$ cat src/rtl/csuv_capture.sv
module csuv_capture #(
  parameter int FRAMES = 192
) (
  input  logic clk,
  input  logic rst_n,
  input  logic word_clk,
  input  logic serial_mode,
  input  logic copy_c,
  input  logic orig,
  input  logic emph,
  input  logic non_audio,
  input  logic u_in,
  input  logic v_in,
  output logic c_bit,
  output logic u_bit,
  output logic v_bit,
  output logic sub_right,
  output logic blk_start,
  output logic bit_stb
);
  localparam int FW = $clog2(FRAMES);
  localparam logic [FW-1:0] LAST = FW'(FRAMES - 1);

  logic s1, s2, s3;
  always_ff @(posedge clk) {s3, s2, s1} <= {s2, s1, word_clk};

  wire rise = rst_n & s2 & ~s3;
  wire fall = rst_n & ~s2 & s3;

  logic              started;
  logic [FW-1:0]     cur_frame, nxt_frame;
  logic [FRAMES-1:0] cs_word, cs_new;

  wire [FW-1:0] nxt_inc = (nxt_frame == LAST) ? '0 : nxt_frame + 1'b1;

  always_comb begin
    cs_new     = '0;
    cs_new[1]  = non_audio;
    cs_new[2]  = copy_c;
    cs_new[3]  = emph;
    cs_new[15] = orig;
  end

  wire built_left = (nxt_frame == '0) ? cs_new[0] : cs_word[nxt_frame];

  always_ff @(posedge clk) begin
    if (!rst_n) begin
      started   <= 1'b0;
      cur_frame <= '0;
      nxt_frame <= '0;
      cs_word   <= '0;
      c_bit     <= 1'b0;
      u_bit     <= 1'b0;
      v_bit     <= 1'b0;
      sub_right <= 1'b0;
      blk_start <= 1'b0;
      bit_stb   <= 1'b0;
    end else begin
      bit_stb <= 1'b0;
      if (rise) begin
        started   <= 1'b1;
        cur_frame <= nxt_frame;
        nxt_frame <= nxt_inc;
        if (nxt_frame == '0) cs_word <= cs_new;
        c_bit     <= serial_mode ? copy_c : built_left;
        u_bit     <= u_in;
        v_bit     <= v_in;
        sub_right <= 1'b0;
        blk_start <= (nxt_frame == '0);
        bit_stb   <= 1'b1;
      end else if (fall && started) begin
        c_bit     <= serial_mode ? copy_c : cs_word[cur_frame];
        u_bit     <= u_in;
        v_bit     <= v_in;
        sub_right <= 1'b1;
        bit_stb   <= 1'b1;
      end
    end
  end

  AST_QUIET_BEFORE_START: assert property (@(posedge clk) disable iff (!rst_n)
    !started |-> !bit_stb && !c_bit && !u_bit && !v_bit && !blk_start);
  AST_STB_SINGLE: assert property (@(posedge clk) disable iff (!rst_n)
    bit_stb |=> !bit_stb);
  AST_FRAME_RANGE: assert property (@(posedge clk) disable iff (!rst_n)
    cur_frame <= LAST && nxt_frame <= LAST);
  AST_BLK_FRAME0: assert property (@(posedge clk) disable iff (!rst_n)
    blk_start |-> cur_frame == '0);
  AST_WORD_HELD: assert property (@(posedge clk) disable iff (!rst_n)
    !(rise && nxt_frame == '0) |=> $stable(cs_word));
  AST_WORD_ZEROS: assert property (@(posedge clk) disable iff (!rst_n)
    !cs_word[0] && cs_word[14:4] == '0 && cs_word[FRAMES-1:16] == '0);
endmodule

$ cat config.mk
export PLATFORM = sky130hd
export DESIGN_NAME = csuv_capture
export DESIGN_NICKNAME = d
export VERILOG_FILES = /design/src/rtl/csuv_capture.sv
export SDC_FILE = /design/constraint.sdc
export NUM_CORES = 1
export LEC_CHECK = 0
export BUFFER_PORTS_ARGS = -buffer_cell sky130_fd_sc_hd__buf_2
export CAP_MARGIN = 10
export CELL_PAD_IN_SITES_DETAIL_PLACEMENT = 1
export CELL_PAD_IN_SITES_GLOBAL_PLACEMENT = 2
export CORE_ASPECT_RATIO = 0.75
export CORE_MARGIN = 2
export CORE_UTILIZATION = 36
export DETAILED_ROUTE_END_ITERATION = 7
export HOLD_SLACK_MARGIN = 0.03
export MAX_ROUTING_LAYER = met4
export PLACE_DENSITY_LB_ADDON = 0.05
export SLEW_MARGIN = 20
export SYNTH_ARGS = -nofsm -noshare
export SYNTH_HDL_FRONTEND = slang
export SYNTH_SLANG_ARGS = --single-unit
$ cat constraint.sdc
create_clock -name clk -period 3.56 [get_ports clk]
set_input_delay 0.356 -clock clk [delete_from_list [all_inputs] [get_ports clk]]
set_output_delay 0.356 -clock clk [all_outputs]
set_load 0.02 [all_outputs]
* Word-level counts from Yosys, hierarchy flattened *
Cells that the tools add are included.

storage, ports and cells
  bits in registers = 30
  output and inout bits = 6
  word-level logic and storage cells = 45

cells by class
  add/sub/neg operators = 1
  magnitude comparators = 2
  equality and inequality tests = 1
  mux-type cells = 16
  bitwise gates (word level) = 7
  reduce and logical (&&, ||, !) cells = 5

operator list
  operator                                            number
  < comparator 8 x 9 -> 1 bit, second input constant  2
  binary-select mux 1 bit (select 8 bit)              2
  two-way mux 1 bit                                   13
  adder 8 x 1 -> 8 bit, second input constant         1
  equality test 8 bit, second input constant          1
  logical NOT 8 bit                                   1
  two-way mux 8 bit                                   1
  AND 1 bit                                           4
  NOT 1 bit                                           3
  AND reduction 2 bit                                 1
  nonzero test 2 bit                                  1
  OR reduction 2 bit                                  1
  logical AND 1 bit                                   1

* Longest topological paths before layout *
  word-level depth = 6
  mapped depth = 6
  gate-level depth less buffers = 6

* Least setup slack after synthesis *
Ideal clock, no wire load.

  path kind = flip-flop to flip-flop
  start = register cs_word[15]
  end = register c_bit
  arrival time = 1.294 ns
  slack = 2.179 ns
  stages on the path, launching flop included = 6
  clock period less this slack = 1.381 ns
  cell sequence = dfxtp_1 > nand2_1 > a2111oi_0 > nor4bb_1 > a221oi_1 > o31ai_1

between the ends
  longest elaborated chain between the ends = 5
  elaborated cells between the ends (all ways) = 9
  classes of those cells = 9 x mux

RTL lines
  what                                                              RTL line  RTL
  start, declared                                                   32        logic [FRAMES-1:0] cs_word, cs_new;
  start signal, assigned                                            64        if (nxt_frame == '0) cs_word <= cs_new;
  binary-select mux 1 bit (select 8 bit), on equally long branches  72, 44
  two-way mux 1 bit, on equally long branches (2 in series)         72, 44
  two-way mux 1 bit, on equally long branches                       71, 65
  two-way mux 1 bit (*)                                             60        if (rise) begin
  end signal, assigned                                              65        c_bit <= serial_mode ? copy_c : built_left;
  end signal, assigned                                              72        c_bit <= serial_mode ? copy_c : cs_word[cur_frame];
  end, declared                                                     14        output logic c_bit,

Every way passes the cells marked *; elsewhere a longest branch is shown, timed or not. The select of a mux whose other input is x is not followed.
A chain may end at the register's enable or synchronous reset.

* Final worst setup path *
  start = input port rst_n
  end = register cs_word[15]

between the ends
  longest elaborated chain between the ends = 3

RTL lines
  what                           RTL line  RTL
  start, declared                5         input logic rst_n,
  AND 1 bit (2 in series)        27        wire rise = rst_n & s2 & ~s3;
  AND reduction 2 bit (no line)  n/a

Parallel ways exist; a longest one is shown, timed or not.

==> out/summary.txt <==
Max clock buf depth - 2
Initial antenna violation count - 0
Mapped Area - 1230 µm²
Total track usage - 18.5%
Ant diodes - 0
1st-iter DRT viols - 43
CP startpoint - rst_n
Crit Path Class - input port to flop
CORE AREA - 3290 µm²
Placed insts - 190
Post-layout min period - 2.04 ns
Largest cells by area after synthesis - dfxtp_1 49%, nand2_1 8.2%, mux2i_1 4.9%, nand3_1 4.1%, nor2b_1 3.6%
Post-DR vias/cell - 5.18
GRT overflow - 0
Pin count of the biggest net entering global routing - 25
Routability congestion estimate - 0.756
Non-Filler Instances - 198
Initial DRT Pass Iterations - 4
Postcts setup bufs - 0
Avg Cell Area, Syn - 8.74 µm²
Max-Cap Viols - 0
CP Data Arrival Time - 2.21 ns
CP Data Required Time - 3.73 ns
Vias in the first global route - 1055
Global-route wire length before repair - 5060 µm
Layout cells sized above 1 - 14.6%
CTS tree - done
Vias - 1025
Register area share after synthesis - 48.7%
PD cells - 506 nW/µm²
CTS Sinks - 30
Crit-path cells - buf_2 -> nand3b_1 -> nor2_1 -> nand4_1 -> mux2i_1 -> nor2b_1
Critical Path Sink Type - flop
Post-synthesis cell type count - 30
Status - completed
Worst reg-to-reg setup slack - 1.64 ns
Post-cts resize count - 0
Final Hold Fails - 0
Cts hold-fix bufs - 0
Buf/Inv on CP - 1
Die Footprint - 3910 µm²
Lkg Pwr - 0.639 nW
IO Port Bufs - 15
Wirelength per Cell - 15.4 µm
Critical-path top delay cell - nand3b_1
Final Power - 728 µW
Setup TNS - 0 ns
Delay-heaviest family, CP - simple AND/OR/NAND/NOR gates
TritonCTS Buffers - 5
Die Span X - 71.6 µm
Startpoint types - input port
Clk root buf - clkbuf_8
Die height - 54.7 µm
VDD IR max - 241 µV
Fin crit share - 57.2%
# nets final - 169
Hold_sp - word_clk
Row count - 18
DP HPWL - 2170 µm
Max-slew headroom at the worst pin - 58.6%
Worst-path fanout max - 24
Syn nets - 153
Maximum clock frequency - 491 MHz
ANT nets after route - 0
Share of the synthesized area in the top cell type - 48.7%
CTS H-tree lvls - 2
Drt drc - 0
Cell taking the most area after synthesis - dfxtp_1
Yosys warns - 0
Worst skew pair latency - 0.28 ns
Starting Density - 37.5%
Routed wire length - 3040 µm
Worst path max stage delay - 0.50 ns
Syn-to-layout area delta - 16.9%
RSZ-0062 raised after global routing - no
Reg2reg start - s3
Worst-Margin Slew - 0.614 ns
Seq cells post-synth - 30
Filler Cell Count - 393
Setup violators final - 0
Final Max Slew Viols - 0
Class of the worst hold path - input port to flop
I/O pin cnt - 16
Worst-path clk slew - 0.07 ns
Layout Skew - 0.00372 ns
Mapped Cells - 141
## kinds of logic (layout without fill, tap and decap cells)
group | Yosys count | after routing | synth area share [%]
adders and majority gates | 2 | 2 | 2.03
and+or+nand+nor | 69 | 69 | 27.2
DFF | 30 | 30 | 48.7
AOI/OAI and AO/OA | 18 | 18 | 10.2
buffers and inverters | 11 | 28 | 3.45
xor gates and xnor gates | 5 | 5 | 3.55
muxes | 6 | 6 | 4.87
## metal layers
| metal | track usage [%] | routed length, µm | vias to the layer above |
|---|---|---|---|
| met5 | - | 0 | - |
| met4 | 8.49 | 29 | 0 |
| met3 | 4.42 | 95 | 3 |
| met2 | 29.5 | 1390 | 20 |
| met1 | 22.6 | 1530 | 492 |
| li1 | - | - | 510 |
## where the power goes
part	leakage, nW	internal, mW	switching (mW)
Clock	0.0524	0.209	0.126
Combinational	0.342	0.0168	0.0244
Sequential	0.244	0.345	0.00680
## synthesized netlist by cell type (all sizes together)
master   number
and3b         1
or4           1
nor2b         7
ha            2
o21ai         5
and3          2
xor2          5
nor2         11
a31oi         1
a21oi         3
o41ai         1
a21boi        4
a2111oi       1
nor3          1
o31ai         2
dfxtp        30
mux2i         6
nand3b        2
nand2        27
nand4         4
nor4bb        1
nand3        10
nor3b         1
buf           1
clkbuf        5
a221oi        1
nand2b        1
inv           5
## flip-flops by register name, indices dropped and copies added (netlist names)
signal and count:
started 1, s2 1, s1 1, cur_frame 8
cs_word 4, bit_stb 1, sub_right 1, v_bit 1
c_bit 1, u_bit 1, blk_start 1, s3 1
nxt_frame 8
## per-stage QoR
stage	setup WS (ns)	util [%]	area, µm²	hold WS [ns]
after floorplan	2.18	-	1230	0.310
after global placement	1.36	40.6	1330	0.313
after detailed placement	1.22	40.6	1330	0.319
after CTS	1.51	43.8	1440	0.160
after global routing	1.30	43.8	1440	0.165
final	1.52	43.8	1440	0.174
## path summary, 6_finish.rpt
kind / to / cells after the start
max: cs_word[15] / 6
min: s1 / 1
max reg2reg: cs_word[15] / 5
min reg2reg: s2 / 0
## area by class of cell
class / count / area [µm²] / share of cell area, %
sequential: 30 / 601 / 41.7
tap: 40 / 50.0 / 3.48
timing repair buffer: 15 / 75.1 / 5.21
clock buffer: 7 / 76.3 / 5.30
inverter: 5 / 18.8 / 1.30
multi-input combinational: 100 / 589 / 40.9
clock inverter: 1 / 30.0 / 2.09
## layout by cell type, fill, tap and decap left out, types with 4 or more instances in the layout
master    synthesis  layout
nand4_1           4       4
nand2_1          27      27
buf_2             1      15
dfxtp_1          30      30
nor2_1           11      11
o21ai_0           5       5
nand3_1          10      10
xor2_1            5       5
inv_1             5       5
clkbuf_8          0       5
mux2i_1           6       6
nor2b_1           7       7
Note: power is estimated with default switching activity, not from simulation.
